`src/rtl/conv3_pkg.sv`:
```
package conv3_pkg;

    localparam int PIX_W   = 8;
    localparam int COEF_W  = 8;
    localparam int ROWS    = 3;
    localparam int COLS    = 3;
    localparam int TAPS    = ROWS * COLS;
    localparam int PROD_W  = PIX_W + COEF_W;
    localparam int ACC_W   = 20;
    localparam int EXT_W   = ACC_W - PROD_W;

    // extreme sums, used by range checks
    localparam int UMAX_SUM = TAPS * ((2 ** PIX_W) - 1) * ((2 ** COEF_W) - 1);
    localparam int SMAX_SUM = TAPS * (2 ** (PIX_W - 1)) * (2 ** (COEF_W - 1));
    localparam int SMIN_SUM = -(TAPS * (2 ** (PIX_W - 1)) * ((2 ** (COEF_W - 1)) - 1));

    typedef logic [PIX_W-1:0]  pix_t;
    typedef logic [COEF_W-1:0] coef_t;
    typedef logic [ACC_W-1:0]  acc_t;

    typedef enum logic {ARITH_UNSIGNED = 1'b0, ARITH_SIGNED = 1'b1} arith_e;
    typedef enum logic {SHAPE_2D = 1'b0, SHAPE_1D = 1'b1} shape_e;

    typedef struct packed {
        logic   vld;
        arith_e arith;
    } stage_tag_t;

    // one product, widened to accumulator width per arithmetic mode
    function automatic acc_t mul_ext(input pix_t p, input coef_t c, input arith_e a);
        logic signed [PROD_W-1:0] sp;
        logic        [PROD_W-1:0] up;
        sp = $signed(p) * $signed(c);
        up = p * c;
        if (a == ARITH_SIGNED)
            return {{EXT_W{sp[PROD_W-1]}}, sp};
        else
            return {{EXT_W{1'b0}}, up};
    endfunction

endpackage

```
`src/rtl/conv3_window.sv`:
```
module conv3_window
    import conv3_pkg::*;
(
    input  logic                  clk,
    input  logic                  rst,
    input  logic                  frame_clr,
    input  logic                  in_valid,
    input  shape_e                shape,
    input  arith_e                arith_in,
    input  pix_t [ROWS-1:0]       rows_in,
    output pix_t [TAPS-1:0]       win_q,
    output stage_tag_t            tag_q
);

    pix_t [TAPS-1:0] win_nxt;

    // Position k holds P(k+1). The last column of each row takes the row bus in 2-D mode;
    // in 1-D mode the rows chain into one line fed by row 0.
    for (genvar k = 0; k < TAPS; k++) begin : g_tap
        if (k == TAPS - 1) begin : g_head
            assign win_nxt[k] = (shape == SHAPE_1D) ? rows_in[0] : rows_in[ROWS-1];
        end else if ((k % COLS) == COLS - 1) begin : g_rowend
            assign win_nxt[k] = (shape == SHAPE_1D) ? win_q[k+1] : rows_in[k / COLS];
        end else begin : g_inner
            assign win_nxt[k] = win_q[k+1];
        end
    end

    always_ff @(posedge clk) begin
        if (rst) begin
            win_q     <= '0;
            tag_q.vld   <= 1'b0;
            tag_q.arith <= ARITH_UNSIGNED;
        end else if (frame_clr) begin
            win_q     <= '0;
            tag_q.vld <= 1'b0;
        end else begin
            tag_q.vld <= in_valid;
            if (in_valid) begin
                win_q       <= win_nxt;
                tag_q.arith <= arith_in;
            end
        end
    end


    window_hold_chk: assert property (@(posedge clk) disable iff (rst)
        (!in_valid && !frame_clr) |=> $stable(win_q));


    window_clear_chk: assert property (@(posedge clk) disable iff (rst)
        frame_clr |=> (win_q == '0 && !tag_q.vld));

endmodule

```
`src/rtl/conv3_mac.sv`:
```
module conv3_mac
    import conv3_pkg::*;
(
    input  logic                  clk,
    input  logic                  rst,
    input  logic                  frame_clr,
    input  pix_t  [TAPS-1:0]      win,
    input  coef_t [TAPS-1:0]      coef,
    input  stage_tag_t            tag_in,
    output acc_t                  acc_q,
    output logic                  vld_q
);

    acc_t [TAPS-1:0] prod_q;
    stage_tag_t      tag_p;
    arith_e          acc_arith_q;
    acc_t            sum_d;

    // multiply stage
    always_ff @(posedge clk) begin
        if (rst || frame_clr) begin
            prod_q      <= '0;
            tag_p.vld   <= 1'b0;
            tag_p.arith <= ARITH_UNSIGNED;
        end else begin
            for (int k = 0; k < TAPS; k++)
                prod_q[k] <= mul_ext(win[k], coef[k], tag_in.arith);
            tag_p <= tag_in;
        end
    end

    always_comb begin
        acc_t s;
        s = '0;
        for (int k = 0; k < TAPS; k++)
            s = s + prod_q[k];
        sum_d = s;
    end

    // sum stage
    always_ff @(posedge clk) begin
        if (rst || frame_clr) begin
            acc_q       <= '0;
            vld_q       <= 1'b0;
            acc_arith_q <= ARITH_UNSIGNED;
        end else begin
            acc_q       <= sum_d;
            vld_q       <= tag_p.vld;
            acc_arith_q <= tag_p.arith;
        end
    end


    no_overflow_unsigned_chk: assert property (@(posedge clk) disable iff (rst)
        (vld_q && acc_arith_q == ARITH_UNSIGNED) |-> (int'(acc_q) <= UMAX_SUM));


    no_overflow_signed_chk: assert property (@(posedge clk) disable iff (rst)
        (vld_q && acc_arith_q == ARITH_SIGNED) |->
            (int'($signed(acc_q)) <= SMAX_SUM && int'($signed(acc_q)) >= SMIN_SUM));

endmodule

```
`src/rtl/conv3_filter.sv`:
```
module conv3_filter
    import conv3_pkg::*;
(
    input  logic                      clk,
    input  logic                      rst,
    input  logic                      frame_start,
    input  logic                      mode_1d,
    input  logic                      signed_mode,
    input  logic                      in_valid,
    input  logic [PIX_W-1:0]          row0_px,
    input  logic [PIX_W-1:0]          row1_px,
    input  logic [PIX_W-1:0]          row2_px,
    input  logic [TAPS*COEF_W-1:0]    coef_bus,
    output logic [ACC_W-1:0]          out_data,
    output logic                      out_valid
);

    pix_t  [ROWS-1:0] rows;
    coef_t [TAPS-1:0] coefs;
    pix_t  [TAPS-1:0] win;
    stage_tag_t       win_tag;

    assign rows  = {row2_px, row1_px, row0_px};
    assign coefs = coef_bus;

    conv3_window u_window (
        .clk       (clk),
        .rst       (rst),
        .frame_clr (frame_start),
        .in_valid  (in_valid),
        .shape     (shape_e'(mode_1d)),
        .arith_in  (arith_e'(signed_mode)),
        .rows_in   (rows),
        .win_q     (win),
        .tag_q     (win_tag)
    );

    conv3_mac u_mac (
        .clk       (clk),
        .rst       (rst),
        .frame_clr (frame_start),
        .win       (win),
        .coef      (coefs),
        .tag_in    (win_tag),
        .acc_q     (out_data),
        .vld_q     (out_valid)
    );


    latency_chk: assert property (@(posedge clk) disable iff (rst)
        out_valid |-> $past(in_valid, 3));


    frame_kill_chk: assert property (@(posedge clk) disable iff (rst)
        frame_start |=> !out_valid);

endmodule

```
`config.mk`:
```
export PLATFORM = sky130hd
export DESIGN_NAME = conv3_filter
export DESIGN_NICKNAME = d
export VERILOG_FILES = /design/src/rtl/conv3_pkg.sv /design/src/rtl/conv3_window.sv /design/src/rtl/conv3_mac.sv /design/src/rtl/conv3_filter.sv
export SDC_FILE = /design/constraint.sdc
export NUM_CORES = 2
export LEC_CHECK = 0
export ABC_AREA = 1
export CAP_MARGIN = 15
export CORE_MARGIN = 1
export CORE_UTILIZATION = 59
export DETAILED_ROUTE_END_ITERATION = 8
export PLACE_DENSITY = 0.79
export SLEW_MARGIN = 20
export SYNTH_ARGS = -nofsm -noshare
export SYNTH_HDL_FRONTEND = slang
export SYNTH_SLANG_ARGS = --single-unit
```
`constraint.sdc`:
```
create_clock -name clk -period 5.45 [get_ports clk]
set_input_delay 1.09 -clock clk [delete_from_list [all_inputs] [get_ports clk]]
set_output_delay 1.09 -clock clk [all_outputs]
set_load 0.05 [all_outputs]
```
* Word level (Yosys, flattened, before mapping)
Cells that the tools add are included. Widths: inputs -> output; s select.
Word-level totals: word-level logic and storage cells 76, input port bits 102, output and inout bits 21, register bits 249
Operators by class: $mul 18, reductions and logical operators 4, muxes and demuxes 12, add/sub/neg operators 8, bitwise gates (word level) 2
Operators with widths (count):
- $mul 8x8->16 | 18
- $mux 16 | 9
- $add 20x20->20 | 6
- $mux 8 | 3
- $add 18x17->19 | 1
- $add 17x17->18 | 1
- $reduce_or 2->1 | 2
- $not 1->1 | 2
- $reduce_and 2->1 | 1
- $logic_or 1x1->1 | 1

* Longest topological paths before layout
depth after elaboration 8, gate-level depth with buffers 28, gate-level depth less buffers 28

* By module
A second synthesis with hierarchy kept.
Second synthesis, totals: cells, all modules 7236, area, all modules 52820.7 um^2
Modules (own cells, without submodules):
- conv3_mac | sequential area each 3503.4 um^2, area an instance 49444.9 um^2, cells an instance 6763, instances 1
- conv3_window | sequential area each 1481.4 um^2, area an instance 3375.7 um^2, cells an instance 473, instances 1

* Least setup slack after synthesis
Ideal clock, no wire load.
path type register -> register, start point register u_mac.prod_q[1] in the netlist's numbering, end point register u_mac.acc_q[18], setup slack 0.324 ns, arrival time 5.017 ns, stages on the path, launching flop included 27, buffers on the path 0, cell sequence dfxtp_1 -> fa_1 -> ha_1 -> fa_1 -> nand3_1 -> nand2_1 -> nand2_1 -> nand3_1 -> nand2_1 -> nand2_1 -> xor2_1 -> fa_1 -> inv_1 -> fa_1 -> fa_1 -> fa_1 -> inv_1 -> ha_1 -> nand2_1 -> inv_1 -> nand2_1 -> nor3_1 -> nand3_1 -> nand3_1 -> nand2_1 -> inv_1 -> nor2_1
On the way: word-level cells in the longest chain between the ends 8
Ends and longest elaborated chain:
- start, declared | line conv3_mac.sv:14 | acc_t [TAPS-1:0] prod_q;
- start signal, assigned by index | line conv3_mac.sv:27 | prod_q[k] <= mul_ext(win[k], coef[k], tag_in.arith);
- $add 17x17->18 | line conv3_mac.sv:36 | s = s + prod_q[k];
- $add 18x17->19 | line conv3_mac.sv:36
- $add 20x20->20 (6 in a row) | line conv3_mac.sv:36
- end signal, assigned | line conv3_mac.sv:47 | acc_q <= sum_d;
- end, declared | line conv3_mac.sv:10 | output acc_t acc_q,
No other way between the ends. A chain may end at the register's enable or synchronous reset.

* Worst setup path in the final report
start point register u_mac.prod_q[41] in the netlist's numbering, end point register u_mac.acc_q[14]
On the way: word-level cells in the longest chain between the ends 7
Ends and longest elaborated chain (line):
- $add 18x17->19 | conv3_mac.sv:36
- $add 20x20->20 (6 in a row) | conv3_mac.sv:36
No other way between the ends.

==> reports/results.tsv <==
metric	value	unit
outcome	completed	
min_period	5.393	ns
io_pins	123	
nFillCells	7529	
wl_per_cell	16.98	um
drt_wl_total	142800	um
p_leak	33.85	nW
path_common_cell	fa_1	
route.vias.total	44500	
vdd_ir_drop_max	0.2101	mV
remaining_drc_errors	0	
critPathArrivalTime	5.90	ns
die_area	89260	um2
portBuffers	122	
cts_buffer_depth	3	
initial_utilization	59.71	%
hold_path.class	reg -> reg	
numCtsBuffers	28	
final_util	65.62	%
slew_violations	0	
synth-seq-cells	249	
finalSetupViolCount	0	
die_x	298.8	um
clock.fmax	185.4	MHz
grt_antenna_before_repair	4	
grt_pass1_vias	45710	
drtAntennaViolNets	0	
syn_inst	7041	
grt_setup_unrepaired	yes	
drtIter0Drc	3385	
place_inst	8360	
clock_skew	0.01230	ns
slowest_delay	0.51	ns
syn-num-nets	8576	
drive_gt1_share	6.312	%
grtUsageTotal	32.97	%
synth_seq_area_share	9.593	%
grt_max_degree	146	
cp_slowest_cell	fa_1	
yosysWarnings	0	
worst_pin_slew	0.9548	ns
critPathLaunchType	flip-flop	
cts_tree	done	
core	87020	um2
required	5.96	ns
hold_buffers	0	
insertion_delay	0.58	ns
syn2layout_area_growth	9.901	%
crit_path_end_kind	flip-flop	
synth_cell_type_count	37	
h-tree-depth	1	
holdWs	0.4133	ns
cp_max_fo	4	
avgSynthCellArea	7.380	um2
finalHoldViolCount	0	
synth.cell_area	51960	um2
cts_root_buf	clkbuf_16	
fin_crit_sh	98.96	%
final_nets	8769	
critPathTopFamily	adder cells	
maxCapViolCount	0	
path_class	reg -> reg	
p_per_area	116.0	nW/um2
slew_headroom	36.35	%
drtPass1Iterations	5	
post_drt_via_cell_ratio	5.290	
grt_pass1_wl	234700	um
clkSinkCount	249	
worst_setup_hold_path_clk_slew	0.07	ns
num_rows	108	
layout.cells.non_filler	8412	
dieHeight	298.8	um
grt_overflow_total	0	
dpl.hpwl	120400	um
place.gp.congestion	0.9663	
worst-path-buf-inv	6	
final cells by class:
class | count | area [um2] | area share, %
multi-input cells | 4584 | 39070 | 68.42
clock inverters | 18 | 195.2 | 0.3418
flip-flops and latches | 249 | 4990 | 8.737
well taps | 1155 | 1445 | 2.531
repair buffers | 371 | 3114 | 5.453
diodes | 1 | 2.502 | 0.004382
inverters | 2000 | 7515 | 13.16
clock buffers | 34 | 774.5 | 1.356
routing by layer:
metal	part of all wire, %	up-vias	global-route usage [%]	wire length, um
li1	-	21170	-	-
met1	42	21390	45.40	59680
met4	3.6	2	10.41	5112
met3	7.9	286	3.584	11280
met5	0.0077	-	0	11
met2	47	1646	54.65	66760
report_power, final:
part	switching (W)	total, W	internal [W]
registers	0.0000934	0.00196	0.00187
clock network	0.000892	0.00202	0.00113
logic	0.00157	0.00264	0.00108
total	0.00255	0.00663	0.00407
sequential cells by signal, indices dropped and copies added (netlist names):
name and count:
u_window.tag_q 2, u_window.win_q 72, u_mac.prod_q 153, u_mac.tag_p 1, u_mac.acc_q 20, u_mac.vld_q 1
final timing paths:
path / start / endpoint / slack [ns] / cells past startpoint
setup / recovery: u_mac.prod_q[41]$_SDFF_PP0_ / u_mac.acc_q[14]$_SDFF_PP0_ / 0.06 / 26
hold / removal: u_mac.tag_p[1]$_SDFF_PP0_ / u_mac.vld_q$_SDFF_PP0_ / 0.41 / 2
setup reg to reg: u_mac.prod_q[41]$_SDFF_PP0_ / u_mac.acc_q[14]$_SDFF_PP0_ / 0.06 / 26
hold reg to reg: u_mac.tag_p[1]$_SDFF_PP0_ / u_mac.vld_q$_SDFF_PP0_ / 0.41 / 2
per-stage QoR:
step,setup slack [ns],setup TNS (ns),cell area [um2],total power [W]
final,0.05691,0,57110,0.006625
after global routing,-0.1556,-0.5915,57110,0.007024
after CTS,0.02840,0,56670,0.006531
after detailed placement,-0.09894,-0.6113,55670,0.004507
after global placement,-0.05625,-0.1323,55670,0.004460
after floorplan,0.3236,0,51960,0.003633
tightest hold or removal path: stages (launching register included):
cell and delay [ns]:
dfxtp_1 0.30, inv_1 0.04, nor2_1 0.03
placed cells by master (no fill, tap or decap), types with 120 or more instances in the layout:
cell	netlist	layout
nor2_1	270	257
buf_4	8	246
o21ai_0	122	120
ha_1	560	542
fa_1	873	869
clkdlybuf4s50_1	0	121
nand2_1	1699	1685
inv_1	1995	1985
a21oi_1	363	347
dfxtp_1	249	247
nand3_1	331	320
cell usage after synthesis:
cell / n / area, um2
nand3_1: 331 / 1657
o22ai_1: 9 / 56.30
o21bai_2: 3 / 33.78
inv_1: 1995 / 7488
nor3_1: 13 / 65.06
nand3b_1: 25 / 187.7
dfxtp_1: 249 / 4985
a221oi_1: 1 / 8.760
buf_1: 63 / 236.5
o21ai_0: 122 / 610.6
nand2_1: 1699 / 6377
buf_2: 29 / 145.1
inv_2: 4 / 15.01
nor2_1: 270 / 1013
o21ai_1: 24 / 120.1
xnor2_1: 47 / 411.6
fa_1: 873 / 17480
clkbuf_1: 106 / 397.9
nor2_4: 1 / 11.26
nand4_1: 73 / 456.7
o21ai_2: 2 / 17.52
buf_6: 2 / 22.52
inv_4: 1 / 6.260
nor2b_1: 3 / 18.77
a21oi_2: 1 / 8.760
a21o_1: 7 / 52.55
buf_4: 8 / 60.06
a31oi_1: 9 / 56.30
o211ai_1: 9 / 67.56
ha_1: 560 / 7007
nor2_8: 2 / 40.04
o21a_1: 3 / 22.52
or2_2: 51 / 319.1
xor2_1: 39 / 341.6
o21bai_1: 26 / 195.2
a22o_1: 18 / 157.7
a21oi_1: 363 / 1817
kinds of logic (layout without fill, tap and decap cells):
kind of cell / count (synthesis) / count (layout) / synth area share [%]
simple gates: 2468 / 2468 / 19.53
buf+inv: 2208 / 2423 / 16.11
fa+ha+maj: 1433 / 1433 / 47.12
compound gates: 597 / 597 / 6.205
flops: 249 / 249 / 9.593
xor+xnor: 86 / 86 / 1.450
other cells: 0 / 1 / 0
what timing repair did:
action | 4_1_cts | 5_1_grt
endpoints found under the setup margin | 11 | 14
endpoints found under the hold margin | 0 | 0
setup buffers | 0 | 0
pin swaps | 0 | 22
gates resized for setup | 7 | 97
(Power assumes the default switching activity.)
